## src/rtl/fclk_pkg.sv

```systemverilog
package fclk_pkg;
  // Default divider field width; the register adds the lock and written bits.
  localparam int DEF_DIV_W = 6;
endpackage

```

## src/rtl/fclk_wr_gate.sv

```systemverilog
module fclk_wr_gate (
  input  logic wr_en,
  input  logic cmd_done,
  input  logic rst_seq_active,
  output logic wr_ok
);
  // A write may land when no command is busy, or during the reset sequence.
  assign wr_ok = wr_en & (cmd_done | rst_seq_active);
endmodule

```

## src/rtl/fclk_ctrl_reg.sv

```systemverilog
module fclk_ctrl_reg #(
  parameter int DIV_W = fclk_pkg::DEF_DIV_W
) (
  input  logic             clk,
  input  logic             rst,
  input  logic             wr_ok,
  input  logic [DIV_W:0]   wr_bits,
  output logic             loaded_q,
  output logic             lock_q,
  output logic [DIV_W-1:0] div_q,
  output logic             restart
);
  localparam int LOCK_POS = DIV_W;

  logic [DIV_W-1:0] new_div;
  assign new_div = wr_bits[DIV_W-1:0];

  // Restart the prescaler only when the divider value really changes.
  assign restart = wr_ok && !lock_q && (new_div != div_q);

  always_ff @(posedge clk) begin
    if (rst) begin
      loaded_q <= 1'b0;
      lock_q   <= 1'b0;
      div_q    <= '0;
    end else if (wr_ok) begin
      loaded_q <= 1'b1;
      lock_q   <= lock_q | wr_bits[LOCK_POS];
      if (!lock_q) div_q <= new_div;
    end
  end

  assert_loaded_set_R3: assert property (@(posedge clk) disable iff (rst)
    wr_ok |=> loaded_q);
  assert_lock_sticky_R4: assert property (@(posedge clk) disable iff (rst)
    lock_q |=> lock_q);
  assert_div_frozen_R5: assert property (@(posedge clk) disable iff (rst)
    lock_q |=> $stable(div_q));
  assert_blocked_no_change_R6: assert property (@(posedge clk) disable iff (rst)
    !wr_ok |=> $stable({loaded_q, lock_q, div_q}));
endmodule

```

## src/rtl/fclk_tick_gen.sv

```systemverilog
module fclk_tick_gen #(
  parameter int DIV_W = fclk_pkg::DEF_DIV_W
) (
  input  logic             clk,
  input  logic             rst,
  input  logic [DIV_W-1:0] div,
  input  logic             restart,
  output logic             tick
);
  logic [DIV_W-1:0] cnt_q;
  logic             tick_q;

  always_ff @(posedge clk) begin
    if (rst) begin
      cnt_q  <= '0;
      tick_q <= 1'b0;
    end else if (restart) begin
      cnt_q  <= '0;
      tick_q <= 1'b0;
    end else if (cnt_q == div) begin
      cnt_q  <= '0;
      tick_q <= 1'b1;
    end else begin
      cnt_q  <= cnt_q + 1'b1;
      tick_q <= 1'b0;
    end
  end

  assign tick = tick_q;

  assert_cnt_in_range_R8: assert property (@(posedge clk) disable iff (rst)
    cnt_q <= div);
  assert_tick_single_R8: assert property (@(posedge clk) disable iff (rst)
    (tick_q && div != '0) |=> !tick_q);
  assert_restart_quiet_R9: assert property (@(posedge clk) disable iff (rst)
    restart |=> (!tick_q && cnt_q == '0));
endmodule

```

## src/rtl/flash_tick_prescaler.sv

```systemverilog
module flash_tick_prescaler #(
  parameter int DIV_W = fclk_pkg::DEF_DIV_W
) (
  input  logic               clk,
  input  logic               rst,
  input  logic               wr_en,
  input  logic [DIV_W+1:0]   wr_data,
  input  logic               cmd_done,
  input  logic               rst_seq_active,
  output logic [DIV_W+1:0]   rd_data,
  output logic               tick
);
  localparam int REG_W = DIV_W + 2;

  logic             wr_ok;
  logic             loaded_q;
  logic             lock_q;
  logic [DIV_W-1:0] div_q;
  logic             restart;
  logic             unused_wbit;

  // The written-flag is read-only; its write data bit is dropped.
  assign unused_wbit = wr_data[REG_W-1];

  fclk_wr_gate i_gate (
    .wr_en          (wr_en),
    .cmd_done       (cmd_done),
    .rst_seq_active (rst_seq_active),
    .wr_ok          (wr_ok)
  );

  fclk_ctrl_reg #(.DIV_W(DIV_W)) i_reg (
    .clk      (clk),
    .rst      (rst),
    .wr_ok    (wr_ok),
    .wr_bits  (wr_data[DIV_W:0]),
    .loaded_q (loaded_q),
    .lock_q   (lock_q),
    .div_q    (div_q),
    .restart  (restart)
  );

  fclk_tick_gen #(.DIV_W(DIV_W)) i_tick (
    .clk     (clk),
    .rst     (rst),
    .div     (div_q),
    .restart (restart),
    .tick    (tick)
  );

  assign rd_data = {loaded_q, lock_q, div_q};

  assert_busy_write_ignored_R6: assert property (@(posedge clk) disable iff (rst)
    (wr_en && !cmd_done && !rst_seq_active) |=> $stable(rd_data));
  assert_reset_seq_write_R7: assert property (@(posedge clk) disable iff (rst)
    (wr_en && rst_seq_active) |=> rd_data[REG_W-1]);
endmodule

```

## config.mk

```make
export PLATFORM = sky130hd
export DESIGN_NAME = flash_tick_prescaler
export DESIGN_NICKNAME = d
export VERILOG_FILES = /design/src/rtl/fclk_pkg.sv /design/src/rtl/fclk_wr_gate.sv /design/src/rtl/fclk_ctrl_reg.sv /design/src/rtl/fclk_tick_gen.sv /design/src/rtl/flash_tick_prescaler.sv
export SDC_FILE = /design/constraint.sdc
export NUM_CORES = 1
export LEC_CHECK = 0
export ABC_AREA = 1
export BUFFER_PORTS_ARGS = -buffer_cell sky130_fd_sc_hd__clkbuf_2
export CORE_MARGIN = 4
export CORE_UTILIZATION = 54
export DETAILED_ROUTE_END_ITERATION = 7
export HOLD_SLACK_MARGIN = 0.03
export PLACE_DENSITY = 0.81
export SLEW_MARGIN = 5
export SYNTH_ARGS = -nofsm -noshare
export SYNTH_HDL_FRONTEND = slang
export SYNTH_HIERARCHICAL = 1
export SYNTH_SLANG_ARGS = --single-unit
```

## constraint.sdc

```tcl
create_clock -name clk -period 2.21 [get_ports clk]
set_input_delay 0 -clock clk [delete_from_list [all_inputs] [get_ports clk]]
set_output_delay 0 -clock clk [all_outputs]
set_load 0.01 [all_outputs]
```

==> impl_results.rst, run 1 <==
.. list-table::
   :header-rows: 1

   * - Metric
     - Value
   * - Final GP Congestion
     - 0.7828
   * - Initial Util
     - 57.06%
   * - DIE HEIGHT
     - 47.67 um
   * - Number of fillers in the final layout
     - 125
   * - Area growth from synthesis to layout
     - 20.62%
   * - Maximum vdd drop
     - 359.6 uV
   * - Post-Route Setup TNS
     - 0 ns
   * - Layout cells sized above 1
     - 20.25%
   * - Cell at the root of the clock tree
     - clkbuf_4
   * - Number of buffers inserted to repair setup after CTS
     - 0
   * - Clock-pin transition on the worst setup and hold timing paths
     - roughly 0.09 ns
   * - Antenna violation net count after detailed routing
     - 0
   * - Highest achievable clock rate
     - 735.0 MHz
   * - Number of nets in the layout
     - 173
   * - First-pass DRT Iterations
     - 4
   * - # DRC
     - 0
   * - N_diodes
     - 0
   * - RSZ-0062 raised after global routing
     - no
   * - Reg2Reg Depth
     - 10
   * - Unique masters post-synth
     - 15
   * - Overall die width
     - 47.67 um
   * - Final Max Tran Viols
     - 0
   * - Critical-path cell list
     - inv_1 -> nand2_1 -> nand2_1 -> nor2_1 -> nand3_1 -> nand2_1 -> inv_1 -> nor2_1 -> nand2_2 -> nor2_1
   * - Total Routing Usage GR
     - 15.94%
   * - Final Hold Slack
     - roughly 0.028 ns
   * - Setup Crit Path Kind
     - reg -> reg
   * - Crit path max-delay family
     - simple AND/OR/NAND/NOR gates
   * - Standard-cell row count
     - 14
   * - Clock sink count
     - 15
   * - Worst min path class
     - in -> reg
   * - Area of the mapped netlist
     - 849.6 sq um
   * - Run status
     - finished, final reports clean
   * - YS warnings
     - 6
   * - Worst-margin pin slew
     - about 0.29 ns
   * - Critical path's slowest cell
     - dfxtp_1
   * - Clock latency on the worst-skew pair
     - between 0.2 and 0.3 ns
   * - Gate count of the mapped netlist
     - ~130
   * - Number of buffers created by CTS
     - 3
   * - Endpoint required time on the critical path
     - 2.43 ns
   * - Total chip power
     - 0.6025 mW
   * - CP max FO
     - 6
   * - First-pass GRT wire length
     - 2.546 mm
   * - Clock Tree Buf Depth
     - 2
   * - Slowest Stage Delay on Critical Path
     - 0.41 ns
   * - Dpl cells
     - about 160
   * - TritonCTS clock tree
     - yes
   * - DIE AREA
     - roughly 2300 sq um
   * - I/O pin count
     - 22
   * - Number of levels in the clock H-tree
     - 1
   * - Synthesized area per cell
     - around 6.4 sq um
   * - HPWL after DPL
     - 1.214 mm
   * - Initial drt markers
     - 13
   * - I/O Buffers
     - 20
   * - Nature of the critical path startpoint
     - flop
   * - Max capacitance violation total
     - 0
   * - Worst path bufs/invs
     - 2
   * - Final setup violation count
     - 0
   * - Fin crit share
     - 61.56%
   * - Static leakage
     - 0.5389 nW
   * - Final Hold Violating Endpoints
     - 0
   * - Layout Skew
     - 0.003766 ns
   * - Overall overflow remaining after global route
     - 0
   * - Endpoint arrival time on the critical path
     - approximately 1.6 ns
   * - Sequential-to-total area share from yosys stat
     - 35.35%
   * - Fin util
     - 68.82%
   * - Via count of the first global-routing pass
     - 690
   * - Area of the core region
     - 1489 sq um
   * - Minimum clock period
     - 1.361 ns
   * - Filler-free cell count of the finished design
     - 174
   * - Sort of element at the end of the critical path
     - flop
   * - Max-Slew Margin vs Limit
     - 80.85%
   * - Routed length per placed instance
     - about 9.6 um
   * - Number of synthesized register bits
     - 15
   * - Final wirelength
     - 1.671 mm
   * - Syn_nets
     - 146
   * - Number of antenna violations at the first check in global routing
     - 0
   * - Total number of vias
     - approximately 820
   * - Largest net degree at the start of global routing
     - 14
   * - Min-Delay Path Depth
     - 3
   * - Power per cell area
     - 588.0 nW/um^2
   * - Routed vias/inst
     - 4.701
   * - Number of stages on the worst setup path
     - 10
==> metrics by stage <==
stage | cell area [sq um] | setup WS (ns)
finish | 1025 | 0.8495
global route | 1025 | 0.7129
CTS | 1025 | 0.8634
detailed placement | 938.4 | 0.8701
global placement | 938.4 | 0.9309
floorplan | 849.6 | 1.010
==> final timing paths <==
kind | to | from | slack (ns)
worst min-delay path | i_reg/div_q[4] | wr_data[4] | 0.03
worst min register to register | i_reg/lock_q | i_reg/lock_q | 0.50
worst max-delay path | i_tick/cnt_q[2] | i_reg/div_q[5] | 0.85
worst max register to register | i_tick/cnt_q[2] | i_reg/div_q[5] | 0.85
==> report_power, final <==
group          internal, mW  switching [mW]  leakage, nW
combinational        0.0576          0.0749        0.401
sequential            0.289          0.0193        0.123
clock                0.0702          0.0919       0.0150
total                 0.416           0.186        0.539
==> metal layers <==
layer / up-vias / share of wire [%] / global-route usage [%]
met5: - / 0 / 0
met3: 2 / 4.5 / 3.759
li1: 436 / - / -
met2: 23 / 51 / 28.61
met1: 357 / 44 / 17.77
met4: 0 / 0.60 / 6.989
==> placed cells by master, fill, tap and decap left out, types with 2 or more instances in the layout <==
cell and instances:
dfxtp_1 15, clkbuf_4 3, clkbuf_2 20, nand3_1 4
nand2_2 2, nor2_1 29, inv_1 29, dlygate4sd3_1 6
xor2_1 2, a211oi_2 6, nand2_1 37
==> cell usage after synthesis <==
cell type  count  area share (%)
ha_1           1             1.5
buf_6          1             1.3
buf_2          1            0.59
nand2_1       37              16
dfxtp_1       15              35
nand3_1        4             2.4
buf_4          2             1.8
nand2_2        2             1.5
xnor2_1        1             1.0
xor2_1         2             2.1
nor2_1        29              13
a211oi_2       6             8.8
inv_1         29              13
a21oi_1        1            0.59
nand3_2        1             1.2
==> worst register-to-register path: stages (launching register included) <==
cell and delay [ns]:
dfxtp_1 0.41, inv_1 0.09, nand2_1 0.07, nand2_1 0.06
nor2_1 0.09, nand3_1 0.08, nand2_1 0.06, inv_1 0.04
nor2_1 0.16, nand2_2 0.12, nor2_1 0.11
==> layout make-up <==
type	instances	area [sq um]	area share (%)
flip-flops and latches	15	300.3	29.30
clock buffers	4	26.28	2.564
repair buffers	26	160.2	15.63
inverters	29	108.9	10.62
multi-input cells	84	409.1	39.93
well taps	16	20.02	1.954
==> cells by family (layout without fill, tap and decap cells) <==
| group | count (synthesis) | in the layout | synth area share [%] |
|---|---|---|---|
| AND/OR/NAND/NOR | 73 | 73 | 34.17 |
| AO/OA/AOI/OAI | 7 | 7 | 9.425 |
| flip-flops | 15 | 15 | 35.35 |
| buffers and inverters | 33 | 59 | 16.49 |
| XOR/XNOR | 3 | 3 | 3.093 |
| adder cells (fa/ha/maj) | 1 | 1 | 1.473 |
==> flip-flops by register name, summed over array words and instances, names as in the netlist <==
register,cells
i_tick/tick,1
i_reg/div_q,6
i_reg/loaded_q,1
i_tick/cnt_q,6
i_reg/lock_q,1
==> timing repair <==
item / in CTS / in global routing
hold buffers: 6 / 0
gates resized for setup: 0 / 0
hold endpoints to repair: 6 / 0
Note: power is estimated with default switching activity, not from simulation.
==> run 2, diff against run 1 <==
--- a/config.mk
+++ b/config.mk
@@ -5,13 +5,14 @@
 export SDC_FILE = /design/constraint.sdc
 export NUM_CORES = 1
 export LEC_CHECK = 0
-export ABC_AREA = 1
+export ABC_AREA = 0
 export BUFFER_PORTS_ARGS = -buffer_cell sky130_fd_sc_hd__clkbuf_2
+export CORE_ASPECT_RATIO = 0.8
 export CORE_MARGIN = 4
-export CORE_UTILIZATION = 54
+export CORE_UTILIZATION = 44
 export DETAILED_ROUTE_END_ITERATION = 7
 export HOLD_SLACK_MARGIN = 0.03
-export PLACE_DENSITY = 0.81
+export PLACE_DENSITY = 0.72
 export SLEW_MARGIN = 5
 export SYNTH_ARGS = -nofsm -noshare
 export SYNTH_HDL_FRONTEND = slang
==> constraint.sdc (replaced) <==
create_clock -name clk -period 1.2 [get_ports clk]
set_input_delay 0 -clock clk [delete_from_list [all_inputs] [get_ports clk]]
set_output_delay 0 -clock clk [all_outputs]
set_load 0.01 [all_outputs]
==> impl_results.rst, run 2 <==
.. list-table::
   :header-rows: 1

   * - Metric
     - Value
   * - Run status
     - complete, but fails checks
   * - Violations in the final reports
     - negative setup slack
   * - Hold Crit Start
     - wr_data[2]
   * - Number of enable-type register cells in the synthesized netlist
     - 0 (unchanged)
   * - Routed length per placed instance
     - 13.30 um (+39%)
   * - Setup slack of the most critical reg-to-reg path
     - -0.26 ns (-1.11 ns)
   * - Total Routing Usage GR
     - 19.06% (+3.1 points)
   * - Sequential share of power
     - 45.2% (-5.9 points)
   * - DIE HEIGHT
     - 45.59 um (-4.4%)
   * - Standard-cell row count
     - 13 (-1)
   * - CP max FO
     - 4 (-2)
   * - Clock Tree Buf Depth
     - 2 (unchanged)
   * - First-pass GRT wire length
     - 3.374 mm (+33%)
   * - Slowest Stage Delay on Critical Path
     - 0.37 ns (-0.04 ns)
   * - Setup Crit Path Kind
     - reg -> reg
   * - # DRC
     - 0 (unchanged)
   * - Area growth from synthesis to layout
     - 57.00%
   * - Unique masters post-synth
     - 23 (+8)
   * - Psw
     - 0.3622 mW (+95%)
   * - Worst path bufs/invs
     - 1 (-1)
   * - Min-Delay Path Depth
     - 3 (unchanged)
   * - Cell at the root of the clock tree
     - clkbuf_4
   * - Commonest register cell after synthesis
     - dfxtp_1
   * - Part of the power in combinational logic
     - 30.9% (+8.9 points)
   * - Antenna violation net count after detailed routing
     - 0 (unchanged)
   * - Endpoint required time on the critical path
     - 1.43 ns (-1.00 ns)
   * - HPWL after DPL
     - 1.325 mm (+9.1%)
   * - Final Hold Violating Endpoints
     - 0 (unchanged)
   * - Clock-pin transition on the worst setup and hold timing paths
     - 0.09 ns (about the same)
   * - Final Max Tran Viols
     - 0 (unchanged)
   * - Static leakage
     - 0.5886 nW (+9.2%)
   * - Number of nets in the layout
     - 138 (-20%)
   * - Reg-to-reg startpoint
     - i_reg/div_q[2]
   * - Initial drt markers
     - 8 (-5)
   * - YS warnings
     - 6 (unchanged)
   * - Worst-margin pin slew
     - 0.3857 ns (+0.09951 ns)
   * - Largest registers
     - i_reg/div_q: 6 flops, i_tick/cnt_q: 6 flops
   * - Reg2Reg Depth
     - 6 (-4)
   * - Critical-path cell list
     - xnor2_2 -> nand4_1 -> o31a_4 -> nor2_4 -> buf_4 -> and3_1
   * - Minimum clock period
     - 1.463 ns (+0.1028 ns)
   * - Gate count of the mapped netlist
     - 75 (-43%)
   * - Routed vias/inst
     - 4.917 (+4.6%)
   * - Endpoint of the worst hold-timing path
     - i_reg/div_q[2]
   * - Dominant cell type by area after synthesis
     - dfxtp_1
   * - Total number of vias
     - 713 (-13%)
   * - Fin util
     - 74.26% (+5.4 points)
   * - Top cells by instance count after synthesis
     - dfxtp_1 (15), nor2_1 (11), xor2_1 (8)
   * - Layout cells sized above 1
     - 56.10% (+36 points)
   * - I/O Buffers
     - 20 (unchanged)
   * - Overall overflow remaining after global route
     - 0 (unchanged)
   * - N_diodes
     - 0 (unchanged)
   * - Top post-synthesis cells by area
     - dfxtp_1 (39%), xor2_1 (9.0%), mux2i_1 (7.7%)
   * - Setup slack of the critical path after layout
     - -0.2634 ns (-1.113 ns)
   * - Final wirelength
     - 1.929 mm (+15%)
   * - Highest achievable clock rate
     - 683.4 MHz (-7.0%)
   * - Syn_nets
     - 89 (-39%)
   * - Most frequent cell after synthesis
     - dfxtp_1
   * - Sort of element at the end of the critical path
     - flop
   * - Synthesized area per cell
     - 10.36 sq um (+61%)
   * - Clock latency on the worst-skew pair
     - 0.28 ns (about the same)
   * - Leading cell type in the layout, fill and taps excluded
     - buf_4
   * - Post-synth top area share
     - 38.65% (+3.3 points)
   * - Number of fillers in the final layout
     - 121 (-3.2%)
   * - TritonCTS clock tree
     - yes
   * - Sequential-to-total area share from yosys stat
     - 38.65% (+3.3 points)
   * - Synth async-reset ratio
     - 0% (unchanged)
   * - Area of the mapped netlist
     - 777.0 sq um (-8.5%)
   * - RSZ-0062 raised after global routing
     - yes
   * - Power per cell area
     - 997.6 nW/um^2 (+70%)
   * - Commonest cells after routing, fill and taps aside
     - buf_4 (21), clkbuf_2 (20), dfxtp_1 (11), nor2_1 (9), xor2_1 (7)
   * - Number of synthesized register bits
     - 15 (unchanged)
   * - Max-Slew Margin vs Limit
     - 74.26% (-6.6 points)
   * - Fin crit share
     - 121.9% (+60 points)
   * - First-pass DRT Iterations
     - 4 (unchanged)
   * - Maximum vdd drop
     - 727.1 uV (+100%)
   * - R2R Path End
     - i_tick/tick
   * - Critical path's slowest cell
     - dfxtp_4
   * - Nature of the critical path startpoint
     - flop
   * - I/O pin count
     - 22 (unchanged)
   * - Endpoint arrival time on the critical path
     - 1.69 ns (+0.10 ns)
   * - DIE AREA
     - 2506 sq um (+10%)
   * - Number of levels in the clock H-tree
     - 1 (unchanged)
   * - Crit path max-delay family
     - simple AND/OR/NAND/NOR gates
   * - Largest net degree at the start of global routing
     - 13 (-1)
   * - Overall die width
     - 54.98 um (+15%)
   * - Number of buffers created by CTS
     - 3 (unchanged)
   * - Final GP Congestion
     - 0.8361 (+6.8%)
   * - Area of the core region
     - 1643 sq um (+10%)
   * - Max capacitance violation total
     - 0 (unchanged)
   * - Switch share
     - 29.76% (-1.1 points)
   * - Place WS
     - -0.3073 ns (-1.177 ns)
   * - Clock network fraction of total power
     - 23.9% (-3.0 points)
   * - Worst min path class
     - in -> reg
   * - Layout Skew
     - 0.001469 ns (-0.002297 ns)
   * - Initial Util
     - 47.30% (-9.8 points)
   * - Clock sink count
     - 15 (unchanged)
   * - Total chip power
     - 1.217 mW (+100%)
   * - Via count of the first global-routing pass
     - 780 (+13%)
   * - Final Hold Slack
     - 0.04263 ns (+0.01488 ns)
   * - Total internal power
     - 0.8549 mW (+110%)
   * - Number of antenna violations at the first check in global routing
     - 0 (unchanged)
   * - Final setup violation count
     - 7 (+7)
-- run 2: cell types whose count changed after synthesis, sizes merged, moves of 3 or more --
| cell | before | now |
|---|---|---|
| xor2 | 2 | 11 |
| xnor2 | 1 | 4 |
| a211oi | 6 | 0 |
| nand2 | 39 | 2 |
| mux2i | 0 | 6 |
| nor2 | 29 | 11 |
| inv | 29 | 0 |
| a2111oi | 0 | 3 |
| a21oi | 1 | 4 |
-- run 2: what timing repair did --
action	4_1_cts	5_1_grt
resized for setup	8	4
hold endpoints to repair	5	1
buffers inserted	6	1
pin swaps	3	0
hold buffers	5	1
setup endpoints to repair	7	7
-- run 2: worst register-to-register path, delay by kind of cell, from the launching register on --
family,cells,cell delay [ns]
AOI/OAI and AO/OA,1,0.35
buffers and inverters,1,0.13
DFF,1,0.37
and+or+nand+nor,3,0.43
xor gates and xnor gates,1,0.14
-- run 2: layout make-up --
type                       count  area (sq um)  area share [%]
multi-input combinational     55         510.5           41.85
timing repair buffer          49         340.3           27.90
sequential                    15         315.3           25.85
tap                           22         27.53           2.256
clock buffer                   4         26.28           2.154
-- run 2: cells by family (layout without fill, tap and decap cells) --
logic type               Yosys count  after routing  synth area share, %
AO/OA/AOI/OAI                     12             12                11.92
XOR/XNOR                          15             15                19.81
adder cells (fa/ha/maj)            1              1                1.610
buffers and inverters              5             53                5.313
flip-flops                        15             15                38.65
multiplexers                       6              6                7.730
AND/OR/NAND/NOR                   21             21                14.98
-- run 2: per-layer routing --
metal	part of all wire (%)	wire length, um	GRT usage (%)	up-vias
met5	0	0	0	-
met4	0	0	2.913	0
met3	3.7	72	3.934	0
met2	54	1035	36.56	18
met1	43	821	21.73	344
li1	-	-	-	351
-- run 2: worst max path at each step --
stage / start / slack (ns) / to / cells past startpoint
6_report: i_reg/div_q[2] / -0.26 / i_tick/tick / 6
2_1_floorplan: i_reg/div_q[2] / -0.12 / i_tick/cnt_q[5] / 6
3_5_place_dp: i_reg/div_q[4] / -0.31 / i_tick/cnt_q[5] / 6
4_1_cts: i_reg/div_q[2] / -0.23 / i_tick/cnt_q[5] / 6
5_1_grt: i_reg/div_q[2] / -0.33 / i_tick/cnt_q[5] / 6
3_3_place_gp: i_reg/div_q[4] / -0.21 / i_tick/cnt_q[5] / 6
-- run 2: power groups by stage --
stage	Sequential, mW	Clock [mW]	Combinational, mW
3_5_place_dp	0.564	0	0.292
2_1_floorplan	0.577	0	0.158
4_1_cts	0.550	0.291	0.356
6_report	0.550	0.290	0.376
3_3_place_gp	0.563	0	0.288
5_1_grt	0.555	0.328	0.410
-- run 2: per-stage QoR --
stage | cell area (sq um) | cells | TNS [ns]
after floorplan | 809.5 | 75 | -0.5597
after global placement | 1016 | 128 | -1.193
after detailed placement | 1016 | 128 | -1.555
after CTS | 1190 | 143 | -1.150
after global routing | 1220 | 145 | -1.864
final | 1220 | 145 | -1.472
